<file path="src/rtl/uart_irq_pkg.sv">
package uart_irq_pkg;
  localparam int N_SRC = 4;
  localparam int SRC_LS = 0;
  localparam int SRC_RX = 1;
  localparam int SRC_TO = 2;
  localparam int SRC_TX = 3;

  localparam logic [3:0] ID_LS   = 4'b0110;
  localparam logic [3:0] ID_RX   = 4'b0100;
  localparam logic [3:0] ID_TO   = 4'b1100;
  localparam logic [3:0] ID_TX   = 4'b0010;
  localparam logic [3:0] ID_NONE = 4'b0001;
endpackage

</file>
<file path="src/rtl/uart_irq_flag.sv">
// Single pending flag: set has priority over clear in the same cycle.
module uart_irq_flag (
  input  logic clk_i,
  input  logic rst_ni,
  input  logic set_i,
  input  logic clr_i,
  output logic q_o
);
  always_ff @(posedge clk_i) begin
    if (!rst_ni)     q_o <= 1'b0;
    else if (set_i)  q_o <= 1'b1;
    else if (clr_i)  q_o <= 1'b0;
  end
endmodule

</file>
<file path="src/rtl/uart_irq_tmo.sv">
// Character timeout tracker: counts character ticks while the receive FIFO
// holds data and is idle; restarts on push or pop.
module uart_irq_tmo #(
  parameter int LVL_W    = 5,
  parameter int TO_CHARS = 4
) (
  input  logic             clk_i,
  input  logic             rst_ni,
  input  logic             fifo_en_i,
  input  logic [LVL_W-1:0] rx_level_i,
  input  logic             push_i,
  input  logic             pop_i,
  input  logic             tick_i,
  output logic             pend_o
);
  localparam int CNT_W = $clog2(TO_CHARS + 1);
  localparam logic [CNT_W-1:0] LIMIT = CNT_W'(TO_CHARS);

  logic [CNT_W-1:0] cnt_q;
  logic             restart;
  logic             hit;

  assign restart = !fifo_en_i || (rx_level_i == '0) || push_i || pop_i;
  assign hit     = (cnt_q == LIMIT);

  always_ff @(posedge clk_i) begin
    if (!rst_ni)                 cnt_q <= '0;
    else if (restart)            cnt_q <= '0;
    else if (tick_i && !hit)     cnt_q <= cnt_q + 1'b1;
  end

  always_ff @(posedge clk_i) begin
    if (!rst_ni)                 pend_o <= 1'b0;
    else if (pop_i || !fifo_en_i) pend_o <= 1'b0;
    else if (hit)                pend_o <= 1'b1;
  end
endmodule

</file>
<file path="src/rtl/uart_irq_prio.sv">
// Fixed-priority encoder from gated pending sources to the 4-bit identity.
module uart_irq_prio
  import uart_irq_pkg::*;
(
  input  logic [N_SRC-1:0] pend_i,
  output logic [3:0]       id_o
);
  always_comb begin
    if (pend_i[SRC_LS])      id_o = ID_LS;
    else if (pend_i[SRC_RX]) id_o = ID_RX;
    else if (pend_i[SRC_TO]) id_o = ID_TO;
    else if (pend_i[SRC_TX]) id_o = ID_TX;
    else                     id_o = ID_NONE;
  end
endmodule

</file>
<file path="src/rtl/uart_irq_ident.sv">
module uart_irq_ident
  import uart_irq_pkg::*;
#(
  parameter int LVL_W    = 5,
  parameter int TO_CHARS = 4
) (
  input  logic             clk_i,
  input  logic             rst_ni,
  input  logic             fifo_en_i,
  input  logic [3:0]       ien_i,
  input  logic             lsr_err_i,
  input  logic             rx_evt_i,
  input  logic             thr_empty_evt_i,
  input  logic [LVL_W-1:0] rx_level_i,
  input  logic [LVL_W-1:0] rx_trig_i,
  input  logic             rx_push_i,
  input  logic             char_tick_i,
  input  logic             lsr_rd_i,
  input  logic             rbr_rd_i,
  input  logic             iir_rd_i,
  input  logic             thr_wr_i,
  output logic [7:0]       iir_o,
  output logic             irq_o
);
  logic [N_SRC-1:0] set_v;
  logic [N_SRC-1:0] clr_v;
  logic [N_SRC-1:0] pend_raw;
  logic [N_SRC-1:0] pend_gated;
  logic [3:0]       id;

  always_comb begin
    set_v[SRC_LS] = lsr_err_i;
    clr_v[SRC_LS] = lsr_rd_i;
    set_v[SRC_RX] = rx_evt_i;
    clr_v[SRC_RX] = rbr_rd_i || (fifo_en_i && (rx_level_i < rx_trig_i));
    set_v[SRC_TO] = rx_push_i;
    clr_v[SRC_TO] = rbr_rd_i;
    set_v[SRC_TX] = thr_empty_evt_i;
    clr_v[SRC_TX] = thr_wr_i || (iir_rd_i && (id == ID_TX));
  end

  for (genvar g = 0; g < N_SRC; g++) begin : g_src
    if (g == SRC_TO) begin : g_tmo
      uart_irq_tmo #(.LVL_W(LVL_W), .TO_CHARS(TO_CHARS)) tmo_i (
        .clk_i     (clk_i),
        .rst_ni    (rst_ni),
        .fifo_en_i (fifo_en_i),
        .rx_level_i(rx_level_i),
        .push_i    (set_v[g]),
        .pop_i     (clr_v[g]),
        .tick_i    (char_tick_i),
        .pend_o    (pend_raw[g])
      );
    end else begin : g_flag
      uart_irq_flag flag_i (
        .clk_i (clk_i),
        .rst_ni(rst_ni),
        .set_i (set_v[g]),
        .clr_i (clr_v[g]),
        .q_o   (pend_raw[g])
      );
    end
  end

  always_comb begin
    pend_gated         = pend_raw & ien_i;
    pend_gated[SRC_TO] = pend_raw[SRC_TO] && ien_i[SRC_TO] && fifo_en_i;
  end

  uart_irq_prio prio_i (
    .pend_i(pend_gated),
    .id_o  (id)
  );

  assign iir_o = {{2{fifo_en_i}}, 2'b00, id};
  assign irq_o = ~id[0];
endmodule

</file>
<file path="config.mk">
export PLATFORM = sky130hd
export DESIGN_NAME = uart_irq_ident
export DESIGN_NICKNAME = d
export VERILOG_FILES = /design/src/rtl/uart_irq_pkg.sv /design/src/rtl/uart_irq_flag.sv /design/src/rtl/uart_irq_tmo.sv /design/src/rtl/uart_irq_prio.sv /design/src/rtl/uart_irq_ident.sv
export SDC_FILE = /design/constraint.sdc
export NUM_CORES = 1
export LEC_CHECK = 0
export ABC_AREA = 1
export BUFFER_PORTS_ARGS = -buffer_cell sky130_fd_sc_hd__buf_2
export CORE_UTILIZATION = 39
export CTS_BUF_LIST = sky130_fd_sc_hd__clkbuf_2
export CTS_CLUSTER_SIZE = 20
export DETAILED_ROUTE_END_ITERATION = 7
export PLACE_DENSITY = 0.81
export REMOVE_ABC_BUFFERS = 1
export SLEW_MARGIN = 20
export SYNTH_ARGS = -nofsm -noshare
export SYNTH_HDL_FRONTEND = slang
export SYNTH_SLANG_ARGS = --single-unit
</file>
<file path="constraint.sdc">
create_clock -name clk_i -period 1.01 [get_ports clk_i]
set_input_delay 0.101 -clock clk_i [delete_from_list [all_inputs] [get_ports clk_i]]
set_output_delay 0.101 -clock clk_i [all_outputs]
set_load 0.05 [all_outputs]
</file>
Yosys cells after proc, flatten, opt, wreduce, memory -nomap -nowiden
Cells that the tools add are included.
{"block": "totals", "reg_bits": 7, "inputBits": 26, "out_inout_bits": 9, "wordCells": 41}
{"block": "op_classes", "n_addsub": 1, "n_lt_le_gt_ge": 1, "eq_ne": 2, "muxes": 10, "n_bitwise": 3, "n_reduce_logical": 19}
{"op": "2-to-1 mux 4 bit", "n": 3}
{"op": "logical OR 1 bit", "n": 6}
{"op": "2-to-1 mux 1 bit", "n": 6}
{"op": "nonzero test 2 bit", "n": 3}
{"op": "logical AND 1 bit", "n": 5}
{"op": "logical NOT 5 bit", "n": 1}
{"op": "less-than comparator 5 bit", "n": 1}
{"op": "AND 4 bit", "n": 1}
{"op": "equality test 4 x 2 -> 1 bit, second input constant", "n": 1}
{"op": "OR reduction 2 bit", "n": 2}
{"op": "adder 3 x 1 -> 3 bit, second input constant", "n": 1}
{"op": "equality test 3 bit, second input constant", "n": 1}
{"op": "logical NOT 1 bit", "n": 2}
{"op": "2-to-1 mux 2 bit", "n": 1}
{"op": "NOT 1 bit", "n": 2}

Logic depth before layout (Yosys ltp)
Gate-level depths: netlist (run 1).
{"block": "logic_depth", "depth_word": 10, "depth_mapped": 10, "ltp_nobuf": 10}

Modules after synthesis
Synthesis (run 1) repeated with hierarchy kept, for this count alone.
{"block": "unflattened", "hier_cells": 104, "area_unflattened_um2": 625.6}
{"module": "uart_irq_tmo", "n_inst": 1, "cells_each": 34, "area_per_inst_um2": 230.2, "seq_area_each_um2": 80.1}
{"module": "uart_irq_ident", "n_inst": 1, "cells_each": 44, "area_per_inst_um2": 221.5, "seq_area_each_um2": 0.0}
{"module": "uart_irq_flag", "n_inst": 3, "cells_each": 6, "area_per_inst_um2": 43.8, "seq_area_each_um2": 20.0}
{"module": "uart_irq_prio", "n_inst": 1, "cells_each": 8, "area_per_inst_um2": 42.5, "seq_area_each_um2": 0.0}

Least setup slack after synthesis (run 1)
Ideal clock, no wire load.
{"block": "synth_timing", "kind": "flip-flop to output port", "startpoint": "register g_src[1].g_flag.flag_i.q_o", "endpoint": "output port irq_o", "arrival_time_ps": 1907, "required_time_ps": 909, "setup_slack_ps": -998, "stages_incl_launch_ff": 5, "path_buffers": 0, "path_cell_list": "dfxtp_1 nand2_2 nand3_2 nor2_1 inv_1"}
{"block": "synth_between", "elab_chain_cells": 4}
{"item": "start, declared", "line": "uart_irq_flag.sv:7", "source": "output logic q_o"}
{"item": "start signal, assigned", "line": "uart_irq_flag.sv:10", "source": "if (!rst_ni) q_o <= 1'b0;"}
{"item": "start signal, assigned", "line": "uart_irq_flag.sv:11", "source": "else if (set_i) q_o <= 1'b1;"}
{"item": "start signal, assigned", "line": "uart_irq_flag.sv:12", "source": "else if (clr_i) q_o <= 1'b0;"}
{"item": "AND 4 bit", "line": "uart_irq_ident.sv:66", "source": "pend_gated = pend_raw & ien_i;"}
{"item": "2-to-1 mux 4 bit", "line": "uart_irq_prio.sv:10", "source": "else if (pend_i[SRC_RX]) id_o = ID_RX;"}
{"item": "2-to-1 mux 4 bit", "line": "uart_irq_prio.sv:9", "source": "if (pend_i[SRC_LS]) id_o = ID_LS;"}
{"item": "via iir_o[0]", "line": "uart_irq_ident.sv:22", "source": "output logic [7:0] iir_o,"}
{"item": "NOT 1 bit", "line": "uart_irq_ident.sv:76", "source": "assign irq_o = ~id[0];"}
{"item": "end, declared", "line": "uart_irq_ident.sv:23", "source": "output logic irq_o"}
The timed path passes the listed nets, and every way through them passes these cells.

Final worst setup path (run 1)
{"block": "layout_timing", "startpoint": "register g_src[1].g_flag.flag_i.q_o", "endpoint": "output port irq_o"}
{"block": "layout_between", "elab_chain_cells": 4}
{"item": "AND 4 bit", "line": "uart_irq_ident.sv:66"}
{"item": "2-to-1 mux 4 bit", "line": "uart_irq_prio.sv:10"}
{"item": "2-to-1 mux 4 bit", "line": "uart_irq_prio.sv:9"}
{"item": "NOT 1 bit", "line": "uart_irq_ident.sv:76"}
Every way passes these cells.

==> results of run 1 <==
-- sequential cells by signal (all words and copies together) (netlist names) --
signal / cells
g_src.g_flag.flag_i.q_o: 3
g_src.g_tmo.tmo_i.cnt_q: 3
g_src.g_tmo.tmo_i.pend_o: 1
-- cells by family (layout without fill, tap and decap cells) --
logic type	after synthesis	after routing	synth area share [%]
and+or+nand+nor	41	41	33.41
buffers and inverters	24	60	18.46
AOI/OAI and AO/OA	8	8	8.133
DFF	7	7	24.61
adders and majority gates	6	6	13.19
other	1	2	0.6587
xor gates and xnor gates	1	1	1.539
-- where the power goes --
| group | switching [mW] | leakage [nW] | internal (mW) | total (mW) |
|---|---|---|---|---|
| Combinational | 0.189 | 0.439 | 0.121 | 0.310 |
| Sequential | 0.00761 | 0.0595 | 0.286 | 0.294 |
| Clock | 0.105 | 0.0166 | 0.105 | 0.210 |
-- worst paths after layout --
check | startpoint | end | slack [ns] | cells past startpoint
hold reg to reg | g_src[2].g_tmo.tmo_i.pend_o | g_src[2].g_tmo.tmo_i.pend_o | 0.49 | 1
hold / removal | lsr_err_i | g_src[0].g_flag.flag_i.q_o | 0.07 | 3
setup / recovery | g_src[1].g_flag.flag_i.q_o | irq_o | -0.13 | 5
setup reg to reg | g_src[2].g_tmo.tmo_i.cnt_q[1] | g_src[2].g_tmo.tmo_i.pend_o | -0.01 | 6
-- timing repair --
action,4_1_cts,5_1_grt
setup buffers,0,1
resized for setup,26,17
endpoints found under the setup margin,8,8
pin swaps,7,10
hold endpoints to repair,0,0
-- routing by layer --
| metal | GRT usage, % | wire length [um] | vias to the layer above |
|---|---|---|---|
| met5 | 0 | 0 | - |
| met4 | 3.333 | 38 | 0 |
| met3 | 8.333 | 114 | 4 |
| met2 | 37.50 | 774 | 24 |
| met1 | 14.33 | 473 | 273 |
| li1 | - | - | 331 |
-- stage by stage --
step           setup TNS, ns  hold WS [ns]  power (mW)  worst slack (ns)  cell area (um^2)
2_1_floorplan         -1.819        0.2020      0.4502           -0.9983             543.0
3_3_place_gp        -0.03252        0.3174      0.5487          -0.01680             744.5
3_5_place_dp         -0.2545        0.3208      0.5571          -0.08828             744.5
4_1_cts              -0.6950       0.07052      0.8093           -0.1732             843.3
5_1_grt              -0.9676       0.06833      0.8702           -0.1970             917.1
6_report             -0.5536       0.07418      0.8140           -0.1312             917.1
-- synthesized netlist by cell type --
master / instances
buf_4: 4
xor2_1: 1
conb_1: 1
nand3_2: 3
inv_2: 2
nand2_1: 24
nand3b_1: 1
dfxtp_1: 7
a21oi_2: 1
nor3_1: 1
nor2_1: 9
clkinv_1: 1
o21a_1: 1
ha_1: 6
inv_1: 17
a21oi_1: 6
nand2_2: 2
nand2_4: 1
-- cell type report --
cell class | count | area, um^2
timing repair buffer | 36 | 230.2
inverter | 20 | 82.58
fill | 120 | 416.7
tap | 15 | 18.77
sequential | 7 | 147.6
clock buffer | 4 | 20.02
multi-input combinational | 58 | 417.9
-- worst min-delay path, stage by stage --
cell and delay [ns]:
buf_2 0.08, a21oi_1 0.03, nor2_1 0.06
==> metrics.yaml, run 1 <==
clocking:
  clkSinkCount: 7
  numCtsBuffers: 3
  clock_latency_ns: 0.23
  path_clk_slew_ns: 0.07
  h-tree-depth: 1
  cts_root_buf: "clkbuf_2"
  clockBufferDepth: 2
  cts_tree: "built"
  cts_hold_buffers: 0
yosys:
  yosysSeqAreaShare_pct: 24.62
  yosys_warnings: 0
  synth.largest_area_cell: "dfxtp_1"
  syn-cell-area_um2: 569.3
  ys_ff_latch: 7
  synth_area_leaders: "dfxtp_1, nand2_1, ha_1"
  synth_cell_types: 18
  syn_inst: 88
  syn_avg_cell_area_um2: 6.469
  yosysTopAreaCellShare_pct: 24.62
critical_path:
  cpMaxStageDelayCell: "dfxtp_2"
  cp_num_buf_inv: 2
  path_delay_family: "flip-flops"
  critical-path-max-stage-delay_ns: 0.34
  path_class: "reg2out"
  cp-end-kind: "output port"
  startpoint_type: "flop"
  worstPathCellList: "nand2_4 -> nand3_4 -> nor2_4 -> inv_2 -> buf_8"
  cp.required_ns: 0.91
  critical_path.max_fanout: 3
  worstPathArrival_ns: 1.04
timing:
  maxSlewViolCount: 0
  post-route-min-period_ns: 1.141
  fin_ws_ns: -0.1312
  finalCritPeriodShare_pct: 113.0
  fmax_mhz: 876.3
  hold_viol: 0
  rsz0062_at_grt: "true"
  setup_violations: 6
  final.setup_skew_ns: 0.002446
hold_path:
  hp-class: "in2reg"
routing:
  wire_per_inst_um: 10.00
  antenna_left: 0
  vias: 632
  drcViolationCount: 0
  routed_via_density: 4.514
  drtIter0Drc: 3
  firstDrtPassIters: 4
  drt_wl_total_mm: 1.400
power_and_ir_drop:
  ir_drop_mv: 1.076
  leakage_nw: 0.5155
  powerDensity_nw_per_um2: 887.5
global_routing:
  grt_overflow: 0
  grt_util_all_layers_pct: 17.78
  grt_pass1_vias: 550
  grt_pass1_wl_mm: 1.918
  antenna_found_initial: 0
  grt_max_degree: 6
floorplanning:
  die_w_um: 40.21
  core_area_um2: 1334
  fp.dieH_um: 40.21
  die-area_um2: 1616
  num_io_pins: 35
  rows: 13
  floorplan.initialDensity_pct: 42.68
place:
  dpl.hpwl_mm: 1.014
  placed_cells_incl_taps: 135
  io_buffers: 32
  gp_congestion: 0.7345
layout:
  n_antenna_cell: 0
  syn_to_final_growth_pct: 61.10
  drive_gt1_share_pct: 56.00
  instances_no_fill: 140
  mostFrequentLayoutCell: "buf_2"
  utilization_pct: 68.76
  layout_common_cells: "buf_2, nand2_1, inv_1"
  finalNetCount: 158
status:
  status: "finished with violations"
  violations: "setup timing"
run:
  maxCapViolations: 0
(Power assumes the default switching activity.)
==> run 2: changes to the inputs <==
Settings changed: CTS_BUF_LIST sky130_fd_sc_hd__clkbuf_2 to sky130_fd_sc_hd__clkbuf_4 sky130_fd_sc_hd__clkbuf_8.
==> run 2 against run 1 <==
Effect of this change:
- the flow still finishes with violations (setup timing)
- critical path type unchanged
- die area unchanged
- non-clock buffer count grew 1
- largest cell class unchanged
- first-iteration DRC count grew to 3.3 times the previous value
==> metrics.yaml, run 2 (synthesis results as in run 1) <==
power_and_ir_drop:
  seq_power_share_pct: 32.7
  power_uw: 899.8
  switching_share_pct: 34.13
  comb_power_share_pct: 35.6
  intPower_uw: 592.7
  ir_drop_mv: 1.233
  leakage_nw: 0.5256
  p_switching_uw: 307.1
  p_clk_share_pct: 31.7
  powerDensity_nw_per_um2: 950.0
layout:
  nFillCells: 106
  multi_input_area_um2: 420.4
  largestRegisters: "g_src.g_flag.flag_i.q_o x3, g_src.g_tmo.tmo_i.cnt_q x3, g_src.g_tmo.tmo_i.pend_o x1"
  mostFrequentLayoutCell: "buf_2"
  n_antenna_cell: 0
  drive_gt1_share_pct: 57.14
  syn_to_final_growth_pct: 66.37
  finalNetCount: 159
  seqCellArea_um2: 147.6
  layout_common_cells: "buf_2, nand2_1, inv_1"
routing:
  routed_via_density: 4.454
  vias: 628
  drtIter0Drc: 10
  wire_per_inst_um: 10.06
  firstDrtPassIters: 4
  drt_wl_total_mm: 1.418
  antenna_left: 0
  drcViolationCount: 0
floorplanning:
  die-area_um2: 1616
  core_area_um2: 1334
  rows: 13
  floorplan.initialDensity_pct: 42.68
  die_w_um: 40.21
  num_io_pins: 35
  fp.dieH_um: 40.21
critical_path:
  cp.required_ns: 0.91
  worstPathArrival_ns: 1.05
  path_class: "reg2out"
  critical_path.max_fanout: 3
  startpoint_type: "flop"
  cp-end-kind: "output port"
clocking:
  h-tree-depth: 1
  cts_root_buf: "clkbuf_4"
  clkSinkCount: 7
  clock_latency_ns: 0.25
  path_clk_slew_ns: 0.05
  cts_tree: "built"
  clockBufferDepth: 2
  numCtsBuffers: 3
timing:
  maxSlewViolCount: 0
  fmax_mhz: 868.5
  final.setup_skew_ns: 0.002723
  setup_violations: 5
  post-route-min-period_ns: 1.151
  fin_hold_ws_ns: 0.05877
  timing.setup.tns_ns: -0.6265
  hold_viol: 0
  finalCritPeriodShare_pct: 114.0
  rsz0062_at_grt: "true"
  fin_ws_ns: -0.1414
place:
  io_buffers: 32
  pre_cts_ws_ns: -0.08828
  gp_congestion: 0.7345
  dpl.hpwl_mm: 1.014
status:
  status: "finished with violations"
  violations: "setup timing"
global_routing:
  grt_max_degree: 6
  grt_util_all_layers_pct: 18.58
  grt_pass1_wl_mm: 1.980
  grt_pass1_vias: 550
  grt_overflow: 0
  antenna_found_initial: 0
hold_path:
  hp-class: "in2reg"
run:
  maxCapViolations: 0
==> run 2: cell count changes in the layout (fill, tap and decap cells not counted), sizes merged <==
cell | previous run | this run
buf | 36 | 37
==> run 2: what timing repair did <==
| item | 4_1_cts | 5_1_grt |
|---|---|---|
| hold buffers | 0 | 0 |
| setup buffers | 1 | 1 |
| gates cloned | 0 | 0 |
| gates resized for setup | 29 | 18 |
| pin swaps | 7 | 11 |
| setup endpoints to repair | 8 | 9 |
==> run 2: worst max-delay path, stage by stage (launching register included) <==
cell and delay (ns):
dfxtp_2 0.33, nand2_4 0.08, nand3_4 0.09, nor2_4 0.11
inv_2 0.04, buf_6 0.14
==> run 2: final timing paths <==
| kind | start | end | slack [ns] | cells after the start |
|---|---|---|---|---|
| worst max-delay path | g_src[1].g_flag.flag_i.q_o | irq_o | -0.14 | 5 |
| worst min-delay path | lsr_err_i | g_src[0].g_flag.flag_i.q_o | 0.06 | 3 |
| worst max register to register | g_src[2].g_tmo.tmo_i.cnt_q[0] | g_src[2].g_tmo.tmo_i.pend_o | 0.01 | 6 |
| worst min register to register | g_src[2].g_tmo.tmo_i.pend_o | g_src[2].g_tmo.tmo_i.pend_o | 0.49 | 1 |
==> run 2: layout make-up <==
cell class | count | share of cell area [%]
Tap cell | 15 | 1.982
Multi-Input combinational cell | 58 | 44.39
Inverter | 20 | 8.719
Clock buffer | 4 | 3.170
Sequential cell | 7 | 15.59
Timing Repair Buffer | 37 | 26.16
==> run 2: power groups by stage <==
| stage | Clock (mW) | Combinational [mW] | Sequential [mW] |
|---|---|---|---|
| floorplan | 0 | 0.154 | 0.296 |
| global placement | 0 | 0.252 | 0.296 |
| detailed placement | 0 | 0.260 | 0.297 |
| CTS | 0.293 | 0.309 | 0.294 |
| global route | 0.308 | 0.351 | 0.295 |
| finish | 0.285 | 0.320 | 0.294 |
==> run 2: through the flow <==
stage | utilization, % | area (um^2) | std cells
finish | 71.01 | 947.2 | 141
CTS | 65.29 | 870.8 | 140
global placement | 55.82 | 744.5 | 135
detailed placement | 55.82 | 744.5 | 135
global route | 71.01 | 947.2 | 141
floorplan | - | 543.0 | 85
==> run 2: routing by layer <==
metal / up-vias / share of wire, % / track usage [%]
met2: 26 / 56 / 40.32
met5: - / 0 / 0
met3: 4 / 7.7 / 8.333
li1: 330 / - / -
met1: 268 / 34 / 14.33
met4: 0 / 2.7 / 3.333
==> run 3: changes to the inputs <==
Settings changed: HOLD_SLACK_MARGIN set to 0.1.
==> run 3 against run 2 <==
Effect of this change:
- sequential power is essentially flat
- worst setup slack is essentially flat
- total power grew 1.1%
- critical path type unchanged
- the flow still finishes with violations (setup timing)
- highest routed layer unchanged
- largest cell class unchanged
- utilization grew 2.3 points
- sequential cell count is the same
==> metrics.yaml, run 3 (synthesis results as in run 1) <==
timing:
  hold_viol: 0
  final.setup_skew_ns: 0.002203
  finalCritPeriodShare_pct: 114.0
  rsz0062_at_grt: "true"
  setup_violations: 5
  post-route-min-period_ns: 1.152
  maxSlewViolCount: 0
  timing.setup.tns_ns: -0.6294
  fmax_mhz: 868.3
  fin_ws_ns: -0.1417
power_and_ir_drop:
  power_uw: 909.8
  leakage_nw: 0.5381
  ir_drop_mv: 1.233
  powerDensity_nw_per_um2: 931.1
critical_path:
  critical_path.max_fanout: 3
  cpMaxStageDelayCell: "dfxtp_2"
  path_class: "reg2out"
  cp_num_buf_inv: 2
  path_delay_family: "flip-flops"
  worstPathCellList: "nand2_4 -> nand3_4 -> nor2_4 -> inv_2 -> buf_6"
  cp-end-kind: "output port"
  critical-path-max-stage-delay_ns: 0.33
  worstPathArrival_ns: 1.05
  cp.required_ns: 0.91
  startpoint_type: "flop"
run:
  maxCapViolations: 0
clocking:
  clock_latency_ns: 0.25
  clkSinkCount: 7
  numCtsBuffers: 3
  cts_root_buf: "clkbuf_4"
  cts_tree: "built"
  h-tree-depth: 1
  path_clk_slew_ns: 0.05
  clockBufferDepth: 2
floorplanning:
  rows: 13
  floorplan.initialDensity_pct: 42.68
  core_area_um2: 1334
  fp.dieH_um: 40.21
  die_w_um: 40.21
  die-area_um2: 1616
  num_io_pins: 35
place:
  dpl.hpwl_mm: 1.014
  gp_congestion: 0.7345
  pre_cts_ws_ns: -0.08828
  placed_cells_incl_taps: 135
  io_buffers: 32
routing:
  routed_via_density: 4.458
  wire_per_inst_um: 10.19
  firstDrtPassIters: 4
  antenna_left: 0
  drt_wl_total_mm: 1.468
  drtIter0Drc: 10
  vias: 642
  drcViolationCount: 0
global_routing:
  grt_overflow: 0
  grt_max_degree: 6
  grt_pass1_vias: 580
  antenna_found_initial: 0
  grt_util_all_layers_pct: 19.50
  grt_pass1_wl_mm: 2.076
status:
  violations: "setup timing"
  status: "finished with violations"
layout:
  mostFrequentLayoutCell: "buf_2"
  largestRegisters: "g_src.g_flag.flag_i.q_o x3, g_src.g_tmo.tmo_i.cnt_q x3, g_src.g_tmo.tmo_i.pend_o x1"
  nFillCells: 101
  drive_gt1_share_pct: 55.81
  utilization_pct: 73.26
  layout_common_cells: "buf_2, nand2_1, inv_1"
  n_antenna_cell: 0
  syn_to_final_growth_pct: 71.65
  instances_no_fill: 144
  finalNetCount: 162
hold_path:
  hp-class: "in2reg"
==> run 3: cell count changes in the layout (fill, tap and decap cells not counted) <==
cell | before | now
dlygate4sd3_1 | 0 | 3
==> run 3: cell type report <==
| cell class | instances | area (um^2) | area share [%] |
|---|---|---|---|
| Multi-Input combinational cell | 58 | 420.4 | 43.02 |
| Inverter | 20 | 82.58 | 8.451 |
| Sequential cell | 7 | 147.6 | 15.11 |
| Tap cell | 15 | 18.77 | 1.921 |
| Clock buffer | 4 | 30.03 | 3.073 |
| Timing Repair Buffer | 40 | 277.8 | 28.43 |
==> run 3: stage by stage <==
| stage | hold WS (ns) | cell area, um^2 |
|---|---|---|
| floorplan | 0.2020 | 543.0 |
| global placement | 0.3174 | 744.5 |
| detailed placement | 0.3208 | 744.5 |
| CTS | 0.1065 | 900.9 |
| global route | 0.1168 | 977.2 |
| finish | 0.1095 | 977.2 |
==> run 3: where the power goes <==
group	internal (mW)	total (mW)	switching, mW
sequential	0.287	0.294	0.00748
combinational	0.136	0.330	0.194
clock	0.178	0.286	0.108
==> run 3: worst register-to-register path, cell delays in order (launching register included) <==
cell,delay (ns)
dfxtp_2,0.34
inv_2,0.05
ha_4,0.16
nand2_4,0.08
buf_6,0.09
inv_1,0.03
o21a_1,0.15
==> run 3: path summary, 6_finish.rpt <==
kind              slack (ns)                     endpoint                           from  cells past startpoint
hold reg to reg         0.49  g_src[2].g_tmo.tmo_i.pend_o    g_src[2].g_tmo.tmo_i.pend_o                      1
setup reg to reg        0.01  g_src[2].g_tmo.tmo_i.pend_o  g_src[2].g_tmo.tmo_i.cnt_q[0]                      6
setup / recovery       -0.14                        irq_o     g_src[1].g_flag.flag_i.q_o                      5
hold / removal          0.11   g_src[3].g_flag.flag_i.q_o                       thr_wr_i                      4
==> run 3: what timing repair did <==
item	4_1_cts	5_1_grt
hold buffers	3	0
setup buffers	1	1
resized for setup	29	18
pin swaps	7	11
endpoints found under the hold margin	3	0
setup endpoints to repair	8	9
gates cloned	0	0
==> run 3: layer usage <==
metal | GRT usage, % | share of wire (%) | vias up
met5 | 0 | 0 | -
met4 | 3.333 | 2.6 | 0
met3 | 8.333 | 7.6 | 4
met2 | 42.74 | 56 | 26
met1 | 15.00 | 34 | 276
li1 | - | - | 336
